$ cat src/rtl/pmic_pkg.sv
package pmic_pkg;
    localparam int DW = 16;
    typedef logic [DW-1:0] word_t;

    typedef enum logic [4:0] {
        IX_ID       = 5'h00,
        IX_IRQ_ID   = 5'h01,
        IX_IRQ_MASK = 5'h02,
        IX_CAL      = 5'h06,
        IX_ADC      = 5'h08,
        IX_SAMPLE   = 5'h09,
        IX_CTRL1    = 5'h0D,
        IX_CTRL2    = 5'h0E,
        IX_STATUS   = 5'h16,
        IX_WDOG     = 5'h17
    } reg_idx_e;

    localparam word_t ID_BASE       = 16'h0215;
    localparam int    VARIANT_BIT   = 7;
    localparam word_t STATUS_RESET  = 16'h0020;
    localparam word_t CAL_RESET     = 16'h0001;
    localparam int    ADC_DONE_BIT  = 8;
    localparam int    KEY_IRQ_BIT   = 0;
    localparam int    KEY_STAT_BIT  = 5;
    localparam int    SHDN_EN_BIT   = 1;
    localparam int    ADC_CH_LSB    = 10;
endpackage

$ cat src/rtl/pmic_irq.sv
module pmic_irq #(
    parameter int DW = 16
) (
    input  logic          clk,
    input  logic          rst_n,
    input  logic          xor_we,
    input  logic [DW-1:0] xor_val,
    input  logic          mask_we,
    input  logic [DW-1:0] mask_val,
    input  logic [DW-1:0] set_bits,
    output logic [DW-1:0] stat_o,
    output logic [DW-1:0] mask_o,
    output logic          irq_o
);
    typedef struct packed {
        logic [DW-1:0] stat;
        logic [DW-1:0] mask;
    } irq_st_t;

    irq_st_t st_d, st_q;

    always_comb begin
        st_d = st_q;
        if (xor_we)  st_d.stat = st_q.stat ^ xor_val;
        if (mask_we) st_d.mask = mask_val;
        // hardware events win over a same-cycle toggle
        st_d.stat = st_d.stat | set_bits;
    end

    always_ff @(posedge clk) begin
        if (!rst_n) begin
            st_q.stat <= '0;
            st_q.mask <= '1;
        end else begin
            st_q <= st_d;
        end
    end

    assign stat_o = st_q.stat;
    assign mask_o = st_q.mask;
    assign irq_o  = |(st_q.stat & ~st_q.mask);
endmodule

$ cat src/rtl/pmic_adc.sv
module pmic_adc #(
    parameter int          DW          = 16,
    parameter int          CH_W        = 4,
    parameter int          RES_W       = 10,
    parameter int          CH_LSB      = 10,
    parameter logic [15:0] SAMPLE_INIT = 16'h00FF
) (
    input  logic             clk,
    input  logic             rst_n,
    input  logic             ch_we,
    input  logic [CH_W-1:0]  ch_val,
    input  logic             smp_clr_we,
    input  logic [DW-1:0]    smp_clr,
    input  logic             tbl_we,
    input  logic [CH_W-1:0]  tbl_ch,
    input  logic [RES_W-1:0] tbl_val,
    output logic [DW-1:0]    adc_word,
    output logic [DW-1:0]    sample_o
);
    localparam int NCH = 1 << CH_W;

    typedef struct packed {
        logic [CH_W-1:0]             ch;
        logic [DW-1:0]               sample;
        logic [NCH-1:0][RES_W-1:0]   tbl;
    } adc_st_t;

    adc_st_t st_d, st_q;

    always_comb begin
        st_d = st_q;
        if (ch_we)      st_d.ch = ch_val;
        if (smp_clr_we) st_d.sample = st_q.sample & ~smp_clr;
        if (tbl_we)     st_d.tbl[tbl_ch] = tbl_val;
    end

    always_ff @(posedge clk) begin
        if (!rst_n) begin
            st_q.ch     <= '0;
            st_q.sample <= DW'(SAMPLE_INIT);
            st_q.tbl    <= '0;
        end else begin
            st_q <= st_d;
        end
    end

    always_comb begin
        adc_word = '0;
        adc_word[CH_LSB +: CH_W] = st_q.ch;
        adc_word[RES_W-1:0]      = st_q.tbl[st_q.ch];
    end

    assign sample_o = st_q.sample;
endmodule

$ cat src/rtl/pmic_regfile.sv
module pmic_regfile
    import pmic_pkg::*;
#(
    parameter int          ADDR_W      = 6,
    parameter int          RES_W       = 10,
    parameter logic [15:0] SAMPLE_INIT = 16'h00FF
) (
    input  logic              clk,
    input  logic              rst_n,
    input  logic              acc_valid,
    input  logic              acc_write,
    input  logic [ADDR_W-1:0] acc_idx,
    input  logic [15:0]       acc_wdata,
    output logic [15:0]       acc_rdata,
    input  logic              variant_i,
    input  logic              key_evt_i,
    input  logic              key_down_i,
    input  logic              tbl_we_i,
    input  logic [3:0]        tbl_ch_i,
    input  logic [RES_W-1:0]  tbl_val_i,
    output logic              irq_o,
    output logic              shutdown_o,
    output logic              err_o
);
    localparam int                NUM_REGS = 32;
    localparam int                CH_W     = 4;
    localparam logic [ADDR_W:0]   LIMIT    = (ADDR_W+1)'(NUM_REGS);

    typedef struct packed {
        word_t cal;
        word_t ctrl1;
        word_t ctrl2;
        word_t status;
        word_t rdata;
        logic  shdn;
        logic  err;
    } top_st_t;

    top_st_t st_d, st_q;

    logic       in_range, wr, rd;
    logic [4:0] idx5;
    word_t      irq_stat, irq_mask, adc_word, sample, set_bits, rval;
    word_t      ctrl1_w;

    assign in_range = ({1'b0, acc_idx} < LIMIT);
    assign idx5     = acc_idx[4:0];
    assign wr       = acc_valid && acc_write && in_range;
    assign rd       = acc_valid && !acc_write;
    assign ctrl1_w  = st_q.ctrl1;

    always_comb begin
        set_bits = '0;
        set_bits[ADC_DONE_BIT] = wr && (idx5 == IX_ADC);
        set_bits[KEY_IRQ_BIT]  = key_evt_i;
    end

    pmic_irq #(.DW(DW)) u_irq (
        .clk      (clk),
        .rst_n    (rst_n),
        .xor_we   (wr && (idx5 == IX_IRQ_ID)),
        .xor_val  (acc_wdata),
        .mask_we  (wr && (idx5 == IX_IRQ_MASK)),
        .mask_val (acc_wdata),
        .set_bits (set_bits),
        .stat_o   (irq_stat),
        .mask_o   (irq_mask),
        .irq_o    (irq_o)
    );

    pmic_adc #(
        .DW(DW), .CH_W(CH_W), .RES_W(RES_W),
        .CH_LSB(ADC_CH_LSB), .SAMPLE_INIT(SAMPLE_INIT)
    ) u_adc (
        .clk        (clk),
        .rst_n      (rst_n),
        .ch_we      (wr && (idx5 == IX_ADC)),
        .ch_val     (acc_wdata[ADC_CH_LSB +: CH_W]),
        .smp_clr_we (wr && (idx5 == IX_SAMPLE)),
        .smp_clr    (acc_wdata),
        .tbl_we     (tbl_we_i),
        .tbl_ch     (tbl_ch_i),
        .tbl_val    (tbl_val_i),
        .adc_word   (adc_word),
        .sample_o   (sample)
    );

    // read mux
    always_comb begin
        case (idx5)
            IX_ID:       rval = ID_BASE | (word_t'(variant_i) << VARIANT_BIT);
            IX_IRQ_ID:   rval = irq_stat;
            IX_IRQ_MASK: rval = irq_mask;
            IX_CAL:      rval = st_q.cal;
            IX_ADC:      rval = adc_word;
            IX_SAMPLE:   rval = sample;
            IX_CTRL1:    rval = st_q.ctrl1;
            IX_CTRL2:    rval = st_q.ctrl2;
            IX_STATUS:   rval = st_q.status;
            default:     rval = '0;
        endcase
    end

    always_comb begin
        st_d     = st_q;
        st_d.err = acc_valid && !in_range;
        if (rd) st_d.rdata = in_range ? rval : '0;
        if (wr) begin
            case (idx5)
                IX_CAL:   st_d.cal   = acc_wdata;
                IX_CTRL1: st_d.ctrl1 = acc_wdata;
                IX_CTRL2: st_d.ctrl2 = acc_wdata;
                IX_WDOG:  if (acc_wdata == '0 && st_q.ctrl1[SHDN_EN_BIT]) st_d.shdn = 1'b1;
                default:  ;
            endcase
        end
        if (key_evt_i) st_d.status[KEY_STAT_BIT] = !key_down_i;
    end

    always_ff @(posedge clk) begin
        if (!rst_n) begin
            st_q.cal    <= CAL_RESET;
            st_q.ctrl1  <= '0;
            st_q.ctrl2  <= '0;
            st_q.status <= STATUS_RESET;
            st_q.rdata  <= '0;
            st_q.shdn   <= 1'b0;
            st_q.err    <= 1'b0;
        end else begin
            st_q <= st_d;
        end
    end

    assign acc_rdata  = st_q.rdata;
    assign shutdown_o = st_q.shdn;
    assign err_o      = st_q.err;
endmodule

$ cat config.mk
export PLATFORM = sky130hd
export DESIGN_NAME = pmic_regfile
export DESIGN_NICKNAME = d
export VERILOG_FILES = /design/src/rtl/pmic_pkg.sv /design/src/rtl/pmic_irq.sv /design/src/rtl/pmic_adc.sv /design/src/rtl/pmic_regfile.sv
export SDC_FILE = /design/constraint.sdc
export NUM_CORES = 1
export LEC_CHECK = 0
export BUFFER_PORTS_ARGS = -buffer_cell sky130_fd_sc_hd__buf_2
export CAP_MARGIN = 20
export CELL_PAD_IN_SITES_DETAIL_PLACEMENT = 1
export CELL_PAD_IN_SITES_GLOBAL_PLACEMENT = 1
export CORE_MARGIN = 2
export CORE_UTILIZATION = 51
export DETAILED_ROUTE_END_ITERATION = 8
export PLACE_DENSITY = 0.9
export SYNTH_ARGS = -nofsm -noshare
export SYNTH_HDL_FRONTEND = slang
export SYNTH_SLANG_ARGS = --single-unit
$ cat constraint.sdc
create_clock -name clk -period 5.05 [get_ports clk]
set_clock_uncertainty 0.2 [all_clocks]
set_input_delay 1.01 -clock clk [delete_from_list [all_inputs] [get_ports clk]]
set_output_delay 1.01 -clock clk [all_outputs]
set_load 0.1 [all_outputs]
* Word level (Yosys, flattened, before mapping)
Cells that the tools add are included.
** Word-level totals
- Register bits :: 279
- Output and inout port bits :: 19
- Word-level logic and storage cells :: 74
** Operators by class
- $lt $le $gt $ge :: 4
- Equality and inequality tests :: 9
- Multiplexer cells :: 8
- Bitwise logic cells :: 6
- Reductions and logical operators :: 20
** Operators by type and width (number)
- $bwmux 160 :: 1
- $pmux 16 s9 :: 1
- $bmux 10 s4 :: 1
- $demux 10 s4 :: 1
- $and 16x16->16 :: 2
- $mux 16 :: 2
- $not 16->16 :: 2
- $eq 5x4->1 const B :: 4
- $mux 10 :: 2
- $logic_not 16->1 :: 1
- $or 16x9->16 :: 1
- $reduce_or 16->1 :: 1
- $xor 16x16->16 :: 1
- $eq 5x5->1 const B :: 2
- $logic_and 1x1->1 :: 10
- $lt 4x5->1 const B :: 2
- $lt 6x6->1 const B :: 1
- $reduce_and 2->1 :: 3
- $eq 5x1->1 const B :: 1
- $eq 5x2->1 const B :: 1
- $eq 5x3->1 const B :: 1
- $logic_not 5->1 :: 1
- $ge 4x1->1 const B :: 1
- $logic_not 1->1 :: 3
- $reduce_and 3->1 :: 1

* Longest topological paths before layout
- Depth after elaboration :: 5
- Depth in mapped cells :: 8
- Mapped depth without buffers :: 5

* Hierarchy
A second synthesis with hierarchy kept.
** Unflattened totals
- Cell total of the unflattened synthesis :: 1557
- Area, all modules :: 13749.4 um2
** Modules (own cells, without submodules)
- pmic_adc :: times used 1, cells an instance 954, area an instance 8717.1 um2
- pmic_regfile :: times used 1, cells an instance 463, area an instance 3678.5 um2
- pmic_irq :: times used 1, cells an instance 140, area an instance 1353.8 um2

* Worst setup path before layout
OpenSTA, ideal clock, no wires.
- Path kind :: register -> output
- Start point :: register u_irq.st_q, in the netlist u_irq.stat_o[1]
- End point :: output port irq_o
- Arrival time :: 1.582 ns
- Required time :: 3.840 ns
- Slack :: 2.258 ns
- Stages on the path, launching flop included :: 5
- Path buffers :: 0
- Path through :: dfxtp_1 inv_1 o22ai_1 a221oi_1 nand4_1
** On the way
- Longest elaborated chain between the ends :: 2
** RTL lines
- start: declaration :: RTL line pmic_irq.sv:20 : irq_st_t st_d, st_q;
- start signal: assignment :: RTL line pmic_irq.sv:35 : st_q <= st_d;
- $and 16x16->16 :: RTL line pmic_irq.sv:41 : assign irq_o = |(st_q.stat & ~st_q.mask);
- $reduce_or 16->1 :: RTL line pmic_irq.sv:41
- end: declaration :: RTL line pmic_regfile.sv:21 : output logic irq_o,
No other way between the ends.

* Worst setup path in the final report
- Start point :: register u_irq.st_q, in the netlist u_irq.stat_o[0]
- End point :: output port irq_o
Same word-level chain as after synthesis.

==> run summary <==
post_cts resized: 0
vias in the first global route: 10927
row count: 57
Final Non-Filler Cells: 1694
WP data required: 3.84 ns
Post-Synthesis Mean Instance Area: 9.247 µm²
EDFF count, synth: 0
clk buf depth: 3
status: complete, no violations
Peak VDD IR: 0.0002935 V
Primary FF master, synth: dfxtp_1
fin crit period: 3.497 ns
sequential share of the synthesized area: 44.44%
cells after synthesis: 1359
Layout area overhead: 9.777%
synth warn: 0
Num CTS Buffers: 29
Async SR Flop Fraction: 0%
WL met2: 18.96 mm
flops & latches, synth: 279
vias per cell: 6.118
crit share post-route: 69.25%
Die Wd: 161.0 µm
critical path class: reg -> out
Detail Placement HPWL: 24.68 mm
Max Clock Freq: 0.2859 GHz
die area: 0.02591 mm²
fill count: 2766
MaxCap Viol Count: 0
worst-path fanout max: 3
CP Capture Type: output pin
wirelength, routed: 39.40 mm
Die H: 161.0 µm
initial antenna violation count: 3
Hold Buf Count CTS: 0
gpl congestion: 0.8241
crit start category: flip-flop
highest metal used: met5
share of layout cells above drive strength 1: 11.11%
via count: 10364
final hold violations: 0
Clock H-tree levels: 1
IO buf count: 62
initial core utilization: 51.83%
library cells used by synthesis: 59
Tot GR Track Use: 29.65%
pwr/cell area: 333.7 mW/mm²
crit path DAT: 2.29 ns
Multi-input gate area: 0.006295 mm²
Antenna Violating Nets Remaining: 0
final hold slack: 0.2414 ns
Worst-Margin Slew: 1.083 ns
worst skew pair latency: 0.56 ns
RSZ-0062 raised after global routing: false
Pins Over Slew Limit: 0
CTS tree: done
Min-Delay Path Class: reg -> reg
Leak Pwr: 0.005355 µW
max_slew headroom: 27.78%
drc violations: 0
first-pass GRT wire length: 60.66 mm
post-synthesis cell area: 0.01257 mm²
storage element area: 0.005589 mm²
Layout Nets: 1391
largest net degree at the start of global routing: 119
CTS root buf: clkbuf_16
setup repair bufs after CTS: 0
DR pass1 iterations: 5
IO Count: 63
Inst Count DP: 1637
Initial DRC Count: 765
WL/cell: 23.26 µm
Overflow after GRT: 0
Clock Pin Slew Worst Setup and Hold Paths: 0.06 ns
WL met3: 2.436 mm
setup_tns: 0 ns
Setup violations, final: 0
clock sink count: 279
Metal-1 WL: 16.05 mm
syn nets: 1403
Core Region: 0.02425 mm²
-- through the flow --
stage / power, µW / utilization, % / setup WS, ns / cell area [µm²]
floorplan: 2423 / - / 2.258 / 12570
global placement: 2503 / 52.75 / 1.525 / 12790
detailed placement: 2510 / 52.75 / 1.422 / 12790
CTS: 4626 / 56.67 / 1.618 / 13740
global route: 4731 / 56.87 / 1.578 / 13790
finish: 4604 / 56.89 / 1.553 / 13800
-- synth_stat cells, types with 3 or more instances --
library cell / count / share of area (%)
dfxtp_1: 279 / 44
xor2_1: 8 / 0.56
a221oi_2: 7 / 0.84
o21a_1: 4 / 0.24
o22ai_1: 5 / 0.25
and3_1: 20 / 1.0
inv_1: 20 / 0.60
a22oi_1: 59 / 3.5
nor4_1: 3 / 0.15
a31oi_1: 8 / 0.40
and3b_1: 3 / 0.21
buf_2: 35 / 1.4
a221oi_1: 6 / 0.42
and2_1: 5 / 0.25
and4_1: 5 / 0.35
clkbuf_1: 52 / 1.6
a222oi_1: 6 / 0.48
a21oi_1: 37 / 1.5
o2bb2ai_1: 3 / 0.21
o21ai_0: 3 / 0.12
buf_4: 29 / 1.7
nor3_1: 10 / 0.40
mux2i_1: 268 / 21
buf_6: 3 / 0.27
o211ai_1: 8 / 0.48
nor2_1: 210 / 6.3
nand4_1: 5 / 0.25
nand2_1: 142 / 4.2
xnor2_1: 8 / 0.56
nor2b_1: 8 / 0.40
nor2_4: 4 / 0.36
a22o_1: 3 / 0.21
nand3_1: 49 / 2.0
o21ai_1: 6 / 0.24
nand2b_1: 5 / 0.25
-- cell type report --
type	count	area share, %
multi-input cells	939	45.63
flip-flops and latches	279	40.51
clock buffers	46	6.448
repair buffers	78	3.410
well taps	324	2.939
inverters	20	0.5804
clock inverters	6	0.4444
diodes	2	0.03628
-- cells by family after synthesis --
group | count (synthesis) | synth area share (%)
simple gates | 489 | 17.53
flops | 279 | 44.44
mux | 272 | 21.88
compound gates | 162 | 9.409
buf+inv | 141 | 5.615
xor+xnor | 16 | 1.115
-- worst max-delay path: stages, from the launching register on --
cell      delay [ns]
dfxtp_1         0.34
inv_1           0.10
o22ai_1         0.11
a221oi_1        0.59
nand4_1         0.23
buf_2           0.36
-- cells in the final DEF, fill, tap and decap left out, types with 13 or more instances in the layout --
| master | synthesis | routed |
|---|---|---|
| a21oi_1 | 37 | 37 |
| a22oi_1 | 59 | 59 |
| buf_2 | 35 | 62 |
| inv_1 | 20 | 19 |
| clkbuf_16 | 0 | 29 |
| nand2_1 | 142 | 142 |
| buf_4 | 29 | 13 |
| nor2_1 | 210 | 209 |
| nand3_1 | 49 | 49 |
| mux2i_1 | 268 | 268 |
| dfxtp_1 | 279 | 278 |
| and3_1 | 20 | 20 |
-- per-layer routing --
layer,up-vias,track usage (%)
li1,4683,-
met1,5145,35.97
met2,397,50.82
met3,137,5.239
met4,2,14.81
met5,-,0
-- where the power goes --
part	internal (µW)	switching, µW
clock network	1250	884
registers	2220	12.3
logic	65.8	172
total	3540	1070
-- state kept, by name (all words and copies together) (netlist names) --
| register | count |
|---|---|
| u_adc.st_q | 160 |
| st_q | 33 |
| acc_rdata | 16 |
| ctrl1_w | 16 |
| u_adc.sample_o | 16 |
| u_irq.mask_o | 16 |
| u_irq.stat_o | 16 |
| u_adc.adc_word | 4 |
| err_o | 1 |
| shutdown_o | 1 |
-- worst paths after layout --
check | end | slack [ns] | depth (start not counted) | from
setup / recovery | irq_o | 1.55 | 5 | u_irq.stat_o[0]
hold / removal | u_adc.sample_o[9] | 0.24 | 2 | u_adc.sample_o[9]
setup reg to reg | acc_rdata[8] | 2.10 | 6 | u_adc.adc_word[10]
hold reg to reg | u_adc.sample_o[9] | 0.24 | 2 | u_adc.sample_o[9]
(Power assumes the default switching activity.)
